## src/rtl/i2c_fault_guard.sv

```systemverilog
module i2c_fault_guard #(
  parameter int SYNC_STAGES = 2,
  parameter logic [7:0] ERR_CODE = 8'h00,
  parameter logic [7:0] IDLE_CODE = 8'hF8
) (
  input  logic       clk,
  input  logic       rst_n,
  input  logic       sda_in,
  input  logic       scl_in,
  input  logic       byte_active,
  input  logic       link_owned,
  input  logic       sto_set,
  input  logic       si_clear,
  output logic       sto,
  output logic       si,
  output logic [7:0] status,
  output logic       sda_release,
  output logic       scl_release,
  output logic       drop_to_unaddressed
);
  logic [SYNC_STAGES-1:0] sda_sh, scl_sh;
  logic sda_d, scl_d, fault_q, rel_q;

  always_ff @(posedge clk or negedge rst_n)
    if (!rst_n) begin
      sda_sh <= '1;
      scl_sh <= '1;
      sda_d  <= 1'b1;
      scl_d  <= 1'b1;
    end else begin
      sda_sh <= {sda_sh[SYNC_STAGES-2:0], sda_in};
      scl_sh <= {scl_sh[SYNC_STAGES-2:0], scl_in};
      sda_d  <= sda_sh[SYNC_STAGES-1];
      scl_d  <= scl_sh[SYNC_STAGES-1];
    end

  wire sda_s   = sda_sh[SYNC_STAGES-1];
  wire scl_hi  = scl_sh[SYNC_STAGES-1] & scl_d;
  wire start_c = scl_hi & sda_d & ~sda_s;
  wire stop_c  = scl_hi & ~sda_d & sda_s;
  wire hit     = (start_c | stop_c) & byte_active & link_owned & ~fault_q;
  wire recover = fault_q & sto & ~si;

  always_ff @(posedge clk or negedge rst_n)
    if (!rst_n) begin
      fault_q <= 1'b0;
      si      <= 1'b0;
      sto     <= 1'b0;
      rel_q   <= 1'b0;
    end else begin
      rel_q <= recover;
      if (hit) fault_q <= 1'b1;
      else if (recover) fault_q <= 1'b0;
      if (hit) si <= 1'b1;
      else if (si_clear) si <= 1'b0;
      if (recover) sto <= 1'b0;
      else if (sto_set) sto <= 1'b1;
    end

  assign status              = si ? ERR_CODE : IDLE_CODE;
  assign sda_release         = rel_q;
  assign scl_release         = rel_q;
  assign drop_to_unaddressed = rel_q;
endmodule


```

## config.mk

```make
export PLATFORM = sky130hd
export DESIGN_NAME = i2c_fault_guard
export DESIGN_NICKNAME = d
export VERILOG_FILES = /design/src/rtl/i2c_fault_guard.sv
export SDC_FILE = /design/constraint.sdc
export NUM_CORES = 1
export LEC_CHECK = 0
export BUFFER_PORTS_ARGS = -buffer_cell sky130_fd_sc_hd__buf_4
export CORE_AREA = 4 4 41 43
export CTS_BUF_LIST = sky130_fd_sc_hd__clkbuf_8
export DETAILED_ROUTE_END_ITERATION = 8
export DIE_AREA = 0 0 45 47
export HOLD_SLACK_MARGIN = 0.12
export SLEW_MARGIN = 20
export SYNTH_ARGS = -nofsm -noshare
export SYNTH_HDL_FRONTEND = slang
export SYNTH_SLANG_ARGS = --single-unit
```

## constraint.sdc

```tcl
create_clock -name clk -period 1.4 [get_ports clk]
set_input_delay 0 -clock clk [delete_from_list [all_inputs] [get_ports clk]]
set_output_delay 0 -clock clk [all_outputs]
set_load 0.02 [all_outputs]
```

# Word level (Yosys, flattened, before mapping)
# Index checks and enable logic that the tools add are counted.
# W data, S select, Z words.
[totals]
word_cells = 33
in_bits = 8
register_bits = 10
[op_classes]
n_reduce_logical = 3
muxes = 7
n_bitwise = 15
[op_table]
columns = ["cell", "count"]
rows = [
  ["$and A1 B1 Y1", 10],
  ["$mux W8", 1],
  ["$mux W1", 6],
  ["$reduce_bool A2 Y1", 3],
  ["$not A1 Y1", 4],
  ["$or A1 B1 Y1", 1],
]

# Logic depth before layout (Yosys ltp)
[logic_depth]
word_depth = 8
depth_mapped = 3
depth_no_buf = 3

# Worst setup path after synthesis
# Ideal clock, no wire load.
[synth_timing]
path_kind = "reg-to-reg"
startpoint = "register sda_sh[1]"
endpoint = "register fault_q"
synth_period_minus_slack_ps = 960
path_stages_with_launch = 4
t_required_ps = 1281
n_path_buf = 0
slack_ps = 440
arrival_ps = 841
path_cell_list = "dfstp_2 > xnor2_1 > nor2_1 > o21a_1"
[synth_via]
elab_chain_len = 7
[synth_lines]
columns = ["element", "line_no", "rtl"]
rows = [
  ["from (decl)", "21", "logic [SYNC_STAGES-1:0] sda_sh, scl_sh;"],
  ["from (signal assigned)", "31", "sda_sh <= {sda_sh[SYNC_STAGES-2:0], sda_in};"],
  ["$not A1 Y1", "39", "wire start_c = scl_hi & sda_d & ~sda_s;"],
  ["$and A1 B1 Y1", "39", ""],
  ["$or A1 B1 Y1 *", "41", "wire hit = (start_c | stop_c) & byte_active & link_owned & ~fault_q;"],
  ["$and A1 B1 Y1 * (3 in series)", "41", ""],
  ["$mux W1 / $reduce_bool A2 Y1 (equally long branches)", "--", ""],
  ["to (signal assigned)", "46", "fault_q <= 1'b0;"],
  ["to (signal assigned)", "52", "if (hit) fault_q <= 1'b1;"],
  ["to (signal assigned)", "53", "else if (recover) fault_q <= 1'b0;"],
  ["to (decl)", "22", "logic sda_d, scl_d, fault_q, rel_q;"],
]
# Mark *: on every way between the ends. The rest lies on a longest branch, timed or not.
# A chain may end at the register's enable or synchronous reset.

# Worst setup path in the final report
# Ends and elaborated chain as after synthesis.

==> impl_metrics.toml <==
[grt]
gr-total-overflow = 0
first_global_vias = 263
grt_pass1_wl_mm = 1.06
grtUsageTotal_pct = 7.30
grt_max_degree = 8
antenna_found_initial = 0

[timing]
clock_skew_ps = 4.24
setup_tns_ps = 0
timing.final.crit_share_pct = 70.8
final_hold_viol_count = 0
period_minus_slack_ps = 991
drv_slew = 0
rsz0062_at_grt = "no"
fmax_mhz = 1010
finalSetupViolations = 0

[floorplanning]
start_util_pct = 29.7
core-area_mm2 = 0.00130
ios = 21
rows = 13
die_area_mm2 = 0.00212
dieWidth_um = 45
die_h_um = 47

[synthesis]
synth_top_flop_cell = "dfstp_2"
ys_ff_latch = 10
async_flop_share_pct = 100
synth_edf_count = 0
yosys_warnings = 0
synth_area_um2 = 387
yosysTopAreaCell = "dfstp_2"
synth.top_cell.area_share_pct = 40.8
synth_seq_area_share_pct = 66.7
ys_top_cells_by_area = "dfstp_2 41%, dfrtp_1 26%, buf_4 17%"
yosysMostFrequentCell = "buf_4"
netlist_top_cells_count = "9 x buf_4, 6 x dfstp_2, 4 x dfrtp_1, 3 x nor2_1, 2 x inv_1"
synthCells = 30
synth_cell_types = 11
syn_avg_cell_area_um2 = 12.9

[clock_tree]
cts_setup_buffers = 0
clk_path_buf_depth = 2
cts-resized-gates = 0
htreeDepth = 1
clock_latency_ps = 230
cts_sinks = 10
cts_buffers = 3
cts_root_buf = "clkbuf_8"
cts_tree = "built"
cts.clk_slew.worst_paths_ps = 50

[placement]
gp_congestion = 0.587
hpwlAfterDp_um = 517
io_buffer_count = 17
dp.cells = 55

[routing]
drtAntennaViolNets = 0
vias_per_cell = 4.01
wl_per_cell_um = 10.1
drc = 0
routed_wl_um = 674
num_vias = 269
dr.pass1.iters = 2
drt_iter0_markers = 2

[worst_setup_path]
cp_num_buf_inv = 0
critPathKind = "reg -> reg"
crit_chain = "xnor2_1, nor2_1, o21a_1"
crit_slowest_cell = "dfstp_2"
worst_ep_arrival_time_ps = 1120
cpPeakStageDelay_ps = 530
worst-path-max-fanout = 2
cp.required_ps = 1530
start_kind = "register"
crit_path_end_kind = "register"
critPathTopFamily = "flip-flops"

[finish]
drive_gt1_share_pct = 51.9
fillerInstances = 123
fin_cells = 67
areaGrowthSynthToFinish_pct = 57.3
nets = 61
antenna_cells = 0

[status]
outcome = "finished clean"

[job]
drv_cap = 0

[power_and_ir_drop]
leakage_nw = 0.288
powerDensity_mw_per_mm2 = 1590
ir_drop_mv = 0.763

[min_path]
hp-class = "in -> async"
==> flip-flops by register name, indices dropped and copies added (netlist names) <==
name	count
drop_to_unaddressed	1
fault_q	1
scl_d	1
scl_sh	2
sda_d	1
sda_sh	2
si	1
sto	1
==> repair_timing <==
| item | in CTS | in global routing |
|---|---|---|
| hold buffers | 8 | 0 |
| setup endpoints to repair | 0 | 0 |
| hold endpoints to repair | 14 | 0 |
==> where the power goes <==
group          switching, mW  internal, mW
registers             0.0303         0.342
logic                  0.129         0.114
clock network          0.108         0.247
total                  0.267         0.702
==> cell usage in the layout (no fill, tap or decap), drive strengths merged <==
| cell type | n |
|---|---|
| nor2 | 3 |
| clkbuf | 4 |
| dfstp | 6 |
| nand4 | 1 |
| dlygate4sd3 | 8 |
| conb | 3 |
| o32ai | 1 |
| dfrtp | 4 |
| o21a | 1 |
| inv | 2 |
| buf | 17 |
| nand3b | 1 |
| xnor2 | 1 |
==> metrics by stage <==
step / area, µm² / utilization [%] / setup WS [ps] / hold WS (ps) / power [mW]
detailed placement: 473 / 36.3 / 402 / -167 / 0.606
finish: 608 / 46.7 / 409 / 275 / 0.969
CTS: 608 / 46.7 / 399 / 278 / 0.986
global placement: 473 / 36.3 / 404 / -168 / 0.600
global route: 608 / 46.7 / 336 / 297 / 1.02
floorplan: 394 / - / 440 / -296 / 0.534
==> path summary, 6_finish.rpt <==
check,slack (ps),startpoint,endpoint,cells past startpoint
setup / recovery,410,sda_sh[1]$_DFF_PN1_,fault_q$_DFFE_PN0P_,3
max in group asynchronous,500,rst_n,drop_to_unaddressed$_DFF_PN0_,3
setup reg to reg,410,sda_sh[1]$_DFF_PN1_,fault_q$_DFFE_PN0P_,3
hold reg to reg,360,sda_sh[0]$_DFF_PN1_,sda_sh[1]$_DFF_PN1_,0
min in group clk,360,sda_sh[0]$_DFF_PN1_,sda_sh[1]$_DFF_PN1_,0
hold / removal,270,rst_n,sda_d$_DFF_PN1_,2
==> area by class of cell <==
type                            instances  area [µm²]  share of cell area [%]
Sequential cell                        10         258                    42.4
Timing Repair Buffer                   25         208                    34.2
Multi-Input combinational cell         11        61.3                    10.1
Clock buffer                            4        55.1                    9.05
Tap cell                               15        18.8                    3.09
Inverter                                2        7.51                    1.23
==> metal layers <==
layer | GRT usage, % | wire length [µm] | vias to the layer above | part of all wire (%)
met5 | 0 | 0 | - | 0
met4 | 3.51 | 0 | 0 | 0
met3 | 4.60 | 100 | 0 | 15
met2 | 12.1 | 352 | 19 | 52
met1 | 7.13 | 221 | 125 | 33
li1 | - | - | 125 | -
==> kinds of logic after synthesis <==
family,count (synthesis),share of synthesized area (%)
buffers and inverters,11,19.4
DFF,10,66.7
and+or+nand+nor,5,6.47
AOI/OAI and AO/OA,2,4.21
xor gates and xnor gates,1,2.27
other,1,0.970
(Power assumes the default switching activity.)
